File: config.mk
export PLATFORM = sky130hd
export DESIGN_NAME = pwrbtn_ovr_ctrl
export DESIGN_NICKNAME = d
export VERILOG_FILES = /design/src/rtl/pbo_pkg.sv /design/src/rtl/pbo_sync.sv /design/src/rtl/pbo_hold_timer.sv /design/src/rtl/pbo_action.sv /design/src/rtl/pwrbtn_ovr_ctrl.sv
export SDC_FILE = /design/constraint.sdc
export NUM_CORES = 1
export LEC_CHECK = 0
export BUFFER_PORTS_ARGS = -buffer_cell sky130_fd_sc_hd__buf_4
export CORE_AREA = 2 2 39 41
export DETAILED_ROUTE_END_ITERATION = 16
export DIE_AREA = 0 0 41 43
export PLACE_DENSITY = 0.66
export SLEW_MARGIN = 20
export SYNTH_ARGS = -nofsm -noshare
export SYNTH_HDL_FRONTEND = slang
export SYNTH_SLANG_ARGS = --single-unit
File: constraint.sdc
create_clock -name clk -period 1.2 [get_ports clk]
set_input_delay 0.24 -clock clk [delete_from_list [all_inputs] [get_ports clk]]
set_output_delay 0.24 -clock clk [all_outputs]
set_load 0.05 [all_outputs]
File: src/rtl/pbo_pkg.sv
package pbo_pkg;
  typedef struct packed {
    logic sts_set;
    logic sts_clr;
    logic ovr_set;
    logic s5_req;
  } pbo_act_t;
endpackage

File: src/rtl/pbo_sync.sv
module pbo_sync #(
  parameter int STAGES = 2,
  parameter bit RST_VAL = 1'b1
) (
  input  logic clk,
  input  logic rst,
  input  logic d_i,
  output logic q_o
);
  logic [STAGES-1:0] chain_q;

  generate
    if (STAGES == 1) begin : g_one
      always_ff @(posedge clk) begin
        if (rst) chain_q <= RST_VAL;
        else     chain_q <= d_i;
      end
    end else begin : g_many
      always_ff @(posedge clk) begin
        if (rst) chain_q <= {STAGES{RST_VAL}};
        else     chain_q <= {chain_q[STAGES-2:0], d_i};
      end
    end
  endgenerate

  assign q_o = chain_q[STAGES-1];
endmodule

File: src/rtl/pbo_hold_timer.sv
module pbo_hold_timer #(
  parameter int HOLD_TICKS = 4
) (
  input  logic clk,
  input  logic rst,
  input  logic held_i,
  input  logic tick_i,
  output logic fire_o
);
  localparam int CW = $clog2(HOLD_TICKS + 1);
  localparam logic [CW-1:0] LIMIT = CW'(HOLD_TICKS);

  logic [CW-1:0] cnt_q;
  logic          done_q;

  // Fires on the tick that would take the count beyond the limit.
  assign fire_o = held_i && tick_i && (cnt_q == LIMIT) && !done_q;

  always_ff @(posedge clk) begin
    if (rst || !held_i) begin
      cnt_q  <= '0;
      done_q <= 1'b0;
    end else begin
      if (tick_i && cnt_q != LIMIT) cnt_q <= cnt_q + 1'b1;
      if (fire_o) done_q <= 1'b1;
    end
  end
endmodule

File: src/rtl/pbo_action.sv
module pbo_action
  import pbo_pkg::*;
(
  input  logic     clk,
  input  logic     rst,
  input  logic     press_i,
  input  logic     force_i,
  input  logic     sw_clr_i,
  output pbo_act_t act_o,
  output logic     wake_only_o
);
  pbo_act_t nxt;

  always_comb begin
    nxt.sts_set = press_i && !force_i;
    nxt.sts_clr = force_i || (sw_clr_i && !press_i);
    nxt.ovr_set = force_i;
    nxt.s5_req  = force_i;
  end

  always_ff @(posedge clk) begin
    if (rst) begin
      act_o       <= '0;
      wake_only_o <= 1'b0;
    end else begin
      act_o <= nxt;
      if (force_i)      wake_only_o <= 1'b1;
      else if (press_i) wake_only_o <= 1'b0;
    end
  end
endmodule

File: src/rtl/pwrbtn_ovr_ctrl.sv
module pwrbtn_ovr_ctrl
  import pbo_pkg::*;
#(
  parameter int SYNC_STAGES = 2,
  parameter int HOLD_TICKS  = 4
) (
  input  logic clk,
  input  logic rst,
  input  logic btn_n_i,
  input  logic therm_trip_i,
  input  logic therm_cat_i,
  input  logic sw_clr_i,
  input  logic tick_i,
  output logic sts_set_o,
  output logic sts_clr_o,
  output logic ovr_set_o,
  output logic s5_req_o,
  output logic wake_btn_only_o
);
  logic     btn_n_s, held, held_q, press_edge;
  logic     therm_lvl, therm_q, therm_edge;
  logic     hold_fire, force_ovr;
  pbo_act_t act;

  pbo_sync #(.STAGES(SYNC_STAGES), .RST_VAL(1'b1)) u_sync (
    .clk(clk), .rst(rst), .d_i(btn_n_i), .q_o(btn_n_s)
  );

  assign held      = !btn_n_s;
  assign therm_lvl = therm_trip_i || therm_cat_i;

  always_ff @(posedge clk) begin
    if (rst) begin
      held_q  <= 1'b0;
      therm_q <= 1'b0;
    end else begin
      held_q  <= held;
      therm_q <= therm_lvl;
    end
  end

  assign press_edge = held && !held_q;
  assign therm_edge = therm_lvl && !therm_q;

  pbo_hold_timer #(.HOLD_TICKS(HOLD_TICKS)) u_timer (
    .clk(clk), .rst(rst), .held_i(held), .tick_i(tick_i), .fire_o(hold_fire)
  );

  assign force_ovr = hold_fire || therm_edge;

  pbo_action u_act (
    .clk(clk), .rst(rst), .press_i(press_edge), .force_i(force_ovr),
    .sw_clr_i(sw_clr_i), .act_o(act), .wake_only_o(wake_btn_only_o)
  );

  assign sts_set_o = act.sts_set;
  assign sts_clr_o = act.sts_clr;
  assign ovr_set_o = act.ovr_set;
  assign s5_req_o  = act.s5_req;
endmodule

==> flow_summary.json, run 1 <==
{
  "synth_top_area_share": 0.549,
  "setup_viol": 0,
  "start_util": 0.316,
  "grt_pass1_wl_um": 1190,
  "p_per_area_mw_per_mm2": 1380,
  "io_buffers": 11,
  "clk_pin_slew_ps": 70,
  "maxCapViolCount": 0,
  "critPathBufInv": 1,
  "drv_slew": 0,
  "worstReg2RegStart": "u_timer.cnt_q[0]",
  "synth_edf_count": 0,
  "cp.arrival_ps": 1310,
  "fin_area_um2": 608,
  "row_count": 14,
  "ys.flop_type": "dfxtp_1",
  "finalWirelength_um": 735,
  "viasPerCell": 4.54,
  "cp-startpoint": "u_timer.cnt_q[0]",
  "grt_max_degree": 12,
  "hold_start": "btn_n_i",
  "path_cells": "inv_2, ha_4, nand4b_1, o22a_2, nor4b_2",
  "synthCells": 42,
  "fin_worst_skew_ps": 3.39,
  "critPathCaptureType": "flip-flop",
  "drc": 0,
  "ys_warn_count": 0,
  "cts_num_sinks": 12,
  "crit_path_start_kind": "flip-flop",
  "drt-initial-drc-count": 4,
  "fmaxAchievable_ghz": 0.874,
  "hold_violations": 0,
  "die-area_mm2": 0.00176,
  "fp.coreArea_mm2": 0.00138,
  "place_area_um2": 552,
  "p_leak_nw": 0.247,
  "syn_to_final_growth_pct": 38.9,
  "grt-ovfl-total": 0,
  "mappedNetlistArea_um2": 438,
  "clock_latency_ps": 270,
  "required_ps": 1370,
  "synth_nets": 51,
  "synth-async-reset-ratio": 0,
  "dr.pass1.iters": 4,
  "vdd_drop_max_mv": 0.631,
  "finalPower_mw": 0.836,
  "final_layout_size_suffix_gt1_frac": 0.483,
  "hp-class": "in -> reg",
  "final_util": 0.439,
  "min_period_over_period": 0.953,
  "period_needed_ps": 1140,
  "vias": 336,
  "synth_common_cells": "dfxtp_1, nor2_1, a21oi_1, inv_1",
  "synth-seq-cells": 12,
  "n_antenna_cell": 0,
  "numCtsBuffers": 3,
  "status": "finished, final reports clean",
  "critPathMaxFanout": 4,
  "gp_congestion": 0.715,
  "worst_slew_pin_slew_ps": 252,
  "ys_top_cells_by_area": "dfxtp_1, ha_1, nor2_1, a21oi_1, nor4b_2",
  "cts_root_buffer": "clkbuf_4",
  "postCtsSetupBuffers": 0,
  "antenna_found_initial": 0,
  "cts_htree_levels": 1,
  "cpMaxStageDelayCell": "dfxtp_1",
  "yosys.area.top_type": "dfxtp_1",
  "path_delay_family": "flip-flops",
  "ys_seq_area_frac": 0.549,
  "drtAntennaViolNets": 0,
  "avgRoutedWirePerCell_um": 9.93,
  "synth_cell_types": 19,
  "synth_most_common_cell": "dfxtp_1",
  "slew_headroom": 0.831,
  "avgSynthCellArea_um2": 10.4,
  "cts.path.max_buffers": 2,
  "crit_type": "reg -> reg",
  "nNetsFinal": 68,
  "cts_tree": "yes",
  "die_w_um": 41,
  "ioPinCount": 12,
  "rsz0062_at_grt": "yes",
  "grt_use_total": 0.104,
  "whs_ps": 157,
  "grt_pass1_vias": 301,
  "slowest_delay_ps": 330,
  "die_y_um": 43
}
-- metrics by stage --
| step | setup TNS [ps] | setup slack, ps | std cells |
|---|---|---|---|
| after floorplan | 0 | 35.9 | 42 |
| after global placement | 0 | 18.2 | 70 |
| after detailed placement | -32.1 | -12.5 | 70 |
| after CTS | 0 | 10.4 | 74 |
| after global routing | -68.3 | -50.3 | 74 |
| final | 0 | 56.4 | 74 |
-- where the power goes --
group	switching [mW]	internal, mW	total (mW)
Clock	0.126	0.184	0.310
Sequential	0.00576	0.413	0.419
Combinational	0.0634	0.0439	0.107
Total	0.195	0.642	0.836
-- flip-flops by register name (all words and copies together), names as in the netlist --
register and flops:
u_act.act_o 3, u_timer.cnt_q 3, u_sync.chain_q 2, held_q 1, therm_q 1, u_act.wake_only_o 1
u_timer.done_q 1
-- routing by layer --
metal  track usage  up-vias  part of all wire
li1              -      175                 -
met1         0.114      146              0.38
met2         0.147       15              0.49
met3        0.0942        0              0.13
met4        0.0200        0                 0
met5             0        -                 0
-- cell type report --
cell class	count	area, um2
Inverter	3	11.3
Fill cell	137	776
Tap cell	16	20.0
Multi-Input combinational cell	25	194
Sequential cell	12	241
Clock buffer	4	36.3
Timing Repair Buffer	14	105
-- cells by family after synthesis --
family | share of synthesized area
compound gates | 0.143
xor+xnor | 0.0200
fa+ha+maj | 0.0571
buf+inv | 0.0514
flops | 0.549
mux | 0.0229
simple gates | 0.157
-- path summary, 6_finish.rpt --
kind	slack, ps	endpoint	cells after the start
worst max-delay path	60	u_act.act_o[3]	5
worst min register to register	420	u_sync.chain_q[1]	1
worst min-delay path	160	u_sync.chain_q[0]	2
worst max register to register	60	u_act.act_o[3]	5
-- placed cells by master, fill, tap and decap left out, types with 2 or more instances in the layout --
master    netlist  final
nor2_1          5      5
dfxtp_1        12     11
a21oi_1         3      3
inv_2           0      2
buf_4           1     14
o21ai_0         2      2
clkbuf_4        0      3
or2_2           2      2
nor3_1          2      2
-- timing repair --
| action | in CTS | in global routing |
|---|---|---|
| hold buffers | 0 | 0 |
| hold endpoints to repair | 0 | 0 |
| setup endpoints to repair | 2 | 4 |
| pin swaps | 2 | 4 |
| resized for setup | 1 | 6 |
Power figures use the tool's default switching activity.
==> run 2, diff against run 1 <==
- ABC_CLOCK_PERIOD_IN_PS: not set -> 1500
- PLACE_DENSITY: 0.66 -> 0.64
- clock period: 1.2 -> 1.5 ns (I/O delays scaled with it)
==> run 2 against run 1 <==
  * Cell area shrank 7.0%
  * Fmax decreased by 9.1%
  * Register-to-register slack better by 190 ps
  * Die area unchanged
  * Global-route usage fell by 0.18 points
  * Combinational power down 25%
  * Sequential power down 20%
  * First-iteration DRC count up 75%
  * Critical path depth unchanged
  * Largest cell class unchanged
==> flow_summary.json, run 2 (synthesis results as in run 1) <==
{
  "status": "finished, final reports clean",
  "cts_hold_buf": 0,
  "reg_top3": "u_act.act_o (3), u_timer.cnt_q (3), u_sync.chain_q (2)",
  "fp.coreArea_mm2": 0.00138,
  "vdd_drop_max_mv": 0.686,
  "ioPinCount": 12,
  "grt_pass1_vias": 277,
  "io_buffers": 11,
  "multi_input_area_um2": 175,
  "die-area_mm2": 0.00176,
  "whs_path_depth": 2,
  "clk_pin_slew_ps": 80,
  "cp.arrival_ps": 1410,
  "required_ps": 1650,
  "dp_hpwl_um": 485,
  "worst_slew_pin_slew_ps": 302,
  "post_cts_resized": 0,
  "r2r_cells": 5,
  "drt-initial-drc-count": 7,
  "regArea_um2": 240,
  "n_antenna_cell": 0,
  "rsz0062_at_grt": "no",
  "crit_type": "reg -> reg",
  "fin_worst_skew_ps": 6.41,
  "postCtsSetupBuffers": 0,
  "fin_setup_tns_ps": 0,
  "antenna_found_initial": 0,
  "worstHoldEndpoint": "u_sync.chain_q[0]",
  "critPathMaxFanout": 4,
  "syn_to_final_growth_pct": 29.1,
  "maxCapViolCount": 0,
  "gp_congestion": 0.681,
  "fmaxAchievable_ghz": 0.795,
  "die_y_um": 43,
  "period_needed_ps": 1260,
  "finalWirelength_um": 688,
  "r2r-end": "u_act.act_o[3]",
  "p_leak_nw": 0.229,
  "cts_root_buffer": "clkbuf_4",
  "grt_pass1_wl_um": 1150,
  "crit_path_start_kind": "flip-flop",
  "cts_htree_levels": 1,
  "placed_cells": 67,
  "cts_tree": "yes",
  "row_count": 14,
  "grt_use_total": 0.102,
  "hp-class": "in -> reg",
  "hold_start": "btn_n_i",
  "min_period_over_period": 0.839,
  "clock_latency_ps": 270,
  "worstReg2RegStart": "u_timer.cnt_q[0]",
  "drtAntennaViolNets": 0,
  "nNetsFinal": 65,
  "start_util": 0.316,
  "drc": 0,
  "cts.path.max_buffers": 2,
  "mostFrequentLayoutCell": "dfxtp_1",
  "final_layout_size_suffix_gt1_frac": 0.364,
  "avgRoutedWirePerCell_um": 9.69,
  "setup_viol": 0,
  "layout_common_cells": "dfxtp_1, buf_4, nor2_1",
  "viasPerCell": 4.56,
  "critPathCaptureType": "flip-flop",
  "cts_num_sinks": 12,
  "grt_max_degree": 12,
  "numCtsBuffers": 3,
  "p_per_area_mw_per_mm2": 1190,
  "slew_headroom": 0.794,
  "stdcell_count": 71,
  "fill_cells": 145,
  "hold_violations": 0,
  "final_util": 0.409,
  "vias": 324,
  "whs_ps": 204,
  "finalPower_mw": 0.672,
  "die_w_um": 41,
  "grt-ovfl-total": 0,
  "r2r_setup_slack_ps": 240,
  "dr.pass1.iters": 4,
  "drv_slew": 0
}
==> run 2: cell count changes in the layout (fill, tap and decap cells not counted), sizes merged <==
cell and change:
buf -3
==> run 2: worst max-delay path by stage <==
stage	startpoint	to	slack [ps]	depth (start not counted)
final	u_timer.cnt_q[0]	u_act.act_o[3]	240	5
after floorplan	u_act.act_o[0]	s5_req_o	310	1
after global placement	u_timer.cnt_q[0]	u_act.act_o[3]	280	5
after global routing	u_timer.cnt_q[0]	u_act.act_o[3]	170	5
after CTS	u_timer.cnt_q[0]	u_act.act_o[3]	240	5
after detailed placement	u_timer.cnt_q[0]	u_act.act_o[3]	260	5
==> run 2: where the power goes <==
group / switching [mW] / internal [mW] / total [mW]
sequential: 0.00655 / 0.331 / 0.337
clock: 0.107 / 0.148 / 0.254
combinational: 0.0480 / 0.0327 / 0.0807
==> run 2: routing by layer <==
layer  part of all wire  track usage  routed length [um]
met3              0.068       0.0628                  47
met5                  0            0                   0
met4              0.020       0.0800                  14
met2               0.45        0.131                 312
met1               0.45        0.115                 313
==> run 2: critical path: stages (launching register included) <==
cell	delay [ps]
dfxtp_1	340
inv_1	60
ha_1	190
nand4b_1	130
o22a_2	250
nor4b_2	160
==> run 2: through the flow <==
| stage | setup WS (ps) | instance area, um2 |
|---|---|---|
| 2_1_floorplan | 306 | 438 |
| 3_3_place_gp | 280 | 529 |
| 3_5_place_dp | 262 | 529 |
| 4_1_cts | 237 | 566 |
| 5_1_grt | 172 | 566 |
| 6_report | 242 | 566 |
==> run 2: cell type report <==
type                            instances  area share
Sequential cell                        12       0.425
Multi-Input combinational cell         25       0.310
Inverter                                3      0.0199
Clock buffer                            4      0.0642
Tap cell                               16      0.0354
Timing Repair Buffer                   11       0.146
==> run 3, diff against run 2 <==
- ABC_AREA: not set -> 1
- ABC_CLOCK_PERIOD_IN_PS: 1500 -> 1100
- PLACE_DENSITY: 0.64 -> 0.68
- clock period: 1.5 -> 1.1 ns (I/O delays scaled with it)
==> run 3 against run 2 <==
  * Routed wire length rose by 3.8%
  * Cell area increased by 16%
  * Sequential share of layout area is 5.0 points lower
  * Cell count grew 24%
  * Setup slack worse by 170 ps
  * Critical endpoint is now u_timer.cnt_q[2]
  * Worst hold slack got worse by 74 ps
  * Count of clock-buffer cells in the layout stayed put
  * Fmax up 22%
==> flow_summary.json, run 3 <==
{
  "synth_nets": 64,
  "io_buffers": 11,
  "n_antenna_cell": 0,
  "cts.path.max_buffers": 2,
  "r2r-end": "u_timer.cnt_q[2]",
  "die_y_um": 43,
  "die-area_mm2": 0.00176,
  "grt_max_degree": 8,
  "viasPerCell": 4.39,
  "clk_pin_slew_ps": 70,
  "cp_common_cell": "nand2_4",
  "avgSynthCellArea_um2": 8.21,
  "slowest_delay_ps": 360,
  "start_util": 0.326,
  "grt-ovfl-total": 0,
  "grt_pass1_vias": 297,
  "synth-seq-cells": 12,
  "dp_hpwl_um": 530,
  "critPathCaptureType": "flip-flop",
  "numCtsBuffers": 3,
  "finalWorstSetupSlack_ps": 71.3,
  "final_layout_size_suffix_gt1_frac": 0.431,
  "mostFrequentLayoutCell": "buf_4",
  "fill_cells": 131,
  "ys_top_cells_by_area": "dfxtp_1, nor2_1, inv_1, nand2_1, ha_1",
  "ys_seq_area_frac": 0.532,
  "avgRoutedWirePerCell_um": 8.11,
  "path_cells": "inv_2, ha_4, nand2_4, nand2_4, o21bai_1, inv_1, nor2_1",
  "hold_violations": 0,
  "drv_slew": 0,
  "finalWirelength_um": 714,
  "r2r_cells": 7,
  "antenna_found_initial": 0,
  "cts_tree": "yes",
  "grt_pass1_wl_um": 1120,
  "crit_type": "reg -> reg",
  "fmaxAchievable_ghz": 0.972,
  "worstHoldEndpoint": "u_sync.chain_q[0]",
  "status": "finished, final reports clean",
  "cts_hold_buf": 0,
  "path_delay_family": "flip-flops",
  "p_per_area_mw_per_mm2": 1410,
  "crit_cells": 7,
  "r2r_setup_slack_ps": 70,
  "whs_ps": 129,
  "post-place-ws_ps": -1.32,
  "hp-class": "in -> reg",
  "layout_common_cells": "buf_4, nor2_1, dfxtp_1",
  "synthCells": 55,
  "row_count": 14,
  "ioPinCount": 12,
  "fin_worst_skew_ps": 0.851,
  "synth_cell_types": 14,
  "yosys.area.top_type": "dfxtp_1",
  "vias": 386,
  "cts_root_buffer": "clkbuf_4",
  "ys.flop_type": "dfxtp_1",
  "syn_to_final_growth_pct": 45.4,
  "place_area_um2": 556,
  "gp_congestion": 0.674,
  "grt_use_total": 0.100,
  "nNetsFinal": 82,
  "reg_top3": "u_act.act_o (3), u_timer.cnt_q (3), u_sync.chain_q (2)",
  "synth_common_cells": "dfxtp_1, nor2_1, inv_1",
  "hold_start": "btn_n_i",
  "period_needed_ps": 1030,
  "worstReg2RegStart": "u_timer.cnt_q[1]",
  "drc": 0,
  "die_w_um": 41,
  "synth_most_common_cell": "dfxtp_1",
  "critPathMaxFanout": 4,
  "cp.arrival_ps": 1240,
  "fin_setup_tns_ps": 0,
  "cpMaxStageDelayCell": "dfxtp_4",
  "cts_num_sinks": 12,
  "synth_top_area_share": 0.532,
  "drt-initial-drc-count": 3,
  "slew_headroom": 0.787,
  "min_period_over_period": 0.935,
  "synth-async-reset-ratio": 0,
  "fin_area_um2": 657,
  "whs_path_depth": 2,
  "p_leak_nw": 0.299,
  "clock_latency_ps": 270,
  "required_ps": 1310,
  "drtAntennaViolNets": 0,
  "mappedNetlistArea_um2": 452,
  "setup_viol": 0,
  "synth_edf_count": 0,
  "vdd_drop_max_mv": 0.574,
  "critPathBufInv": 2,
  "maxCapViolCount": 0,
  "dr.pass1.iters": 4,
  "ys_warn_count": 0,
  "cts_htree_levels": 1,
  "crit_path_start_kind": "flip-flop",
  "fp.coreArea_mm2": 0.00138,
  "worst_slew_pin_slew_ps": 318
}
run 3: cell count changes in the layout (fill, tap and decap cells not counted), sizes merged, moves of 3 or more:
cell	before	now
nand2	1	8
inv	3	9
nor2	5	11
a21oi	3	0
buf	11	14
run 3: per-layer routing:
| layer | wire length [um] | global-route usage | up-vias |
|---|---|---|---|
| met5 | 0 | 0 | - |
| met4 | 8 | 0.0800 | 0 |
| met3 | 33 | 0.0471 | 2 |
| met2 | 352 | 0.147 | 10 |
| met1 | 320 | 0.102 | 172 |
| li1 | - | - | 202 |
run 3: layout make-up:
class | instances | area, um2 | share of cell area
clock buffers | 4 | 36.3 | 0.0552
inverters | 9 | 33.8 | 0.0514
multi-input cells | 33 | 215 | 0.328
flip-flops and latches | 12 | 246 | 0.375
well taps | 16 | 20.0 | 0.0305
repair buffers | 14 | 105 | 0.160
run 3: cell families (layout without fill, tap and decap cells):
| group | after synthesis | after routing | synth area share |
|---|---|---|---|
| buffers and inverters | 10 | 27 | 0.0914 |
| AND/OR/NAND/NOR | 26 | 26 | 0.249 |
| AO/OA/AOI/OAI | 5 | 5 | 0.0720 |
| flip-flops | 12 | 12 | 0.532 |
| adder cells (fa/ha/maj) | 2 | 2 | 0.0554 |
run 3: worst max-delay path by stage:
stage / startpoint / to / slack, ps
after global placement: u_timer.cnt_q[1] / u_act.wake_only_o / 7
after CTS: u_timer.cnt_q[0] / u_timer.cnt_q[2] / -4
final: u_timer.cnt_q[1] / u_timer.cnt_q[2] / 70
after detailed placement: u_timer.cnt_q[1] / u_timer.cnt_q[2] / -1
after global routing: u_timer.cnt_q[1] / u_timer.cnt_q[2] / -5
after floorplan: u_timer.cnt_q[0] / u_act.act_o[2] / 60
run 3: timing repair:
action / in CTS / in global routing
endpoints found under the setup margin: 2 / 6
gates resized for setup: 1 / 16
pin swaps: 0 / 6
setup buffers: 0 / 2
run 3: report_power, final:
part / leakage (nW) / internal [mW] / total, mW / switching, mW
Clock: 0.0210 / 0.201 / 0.344 / 0.143
Combinational: 0.177 / 0.0490 / 0.128 / 0.0791
Sequential: 0.100 / 0.451 / 0.458 / 0.00662
run 3: per-stage QoR:
step | std cells | total power, mW | util
floorplan | 55 | 0.547 | -
global placement | 82 | 0.589 | 0.401
detailed placement | 82 | 0.590 | 0.401
CTS | 86 | 0.939 | 0.429
global route | 88 | 0.972 | 0.475
finish | 88 | 0.929 | 0.475
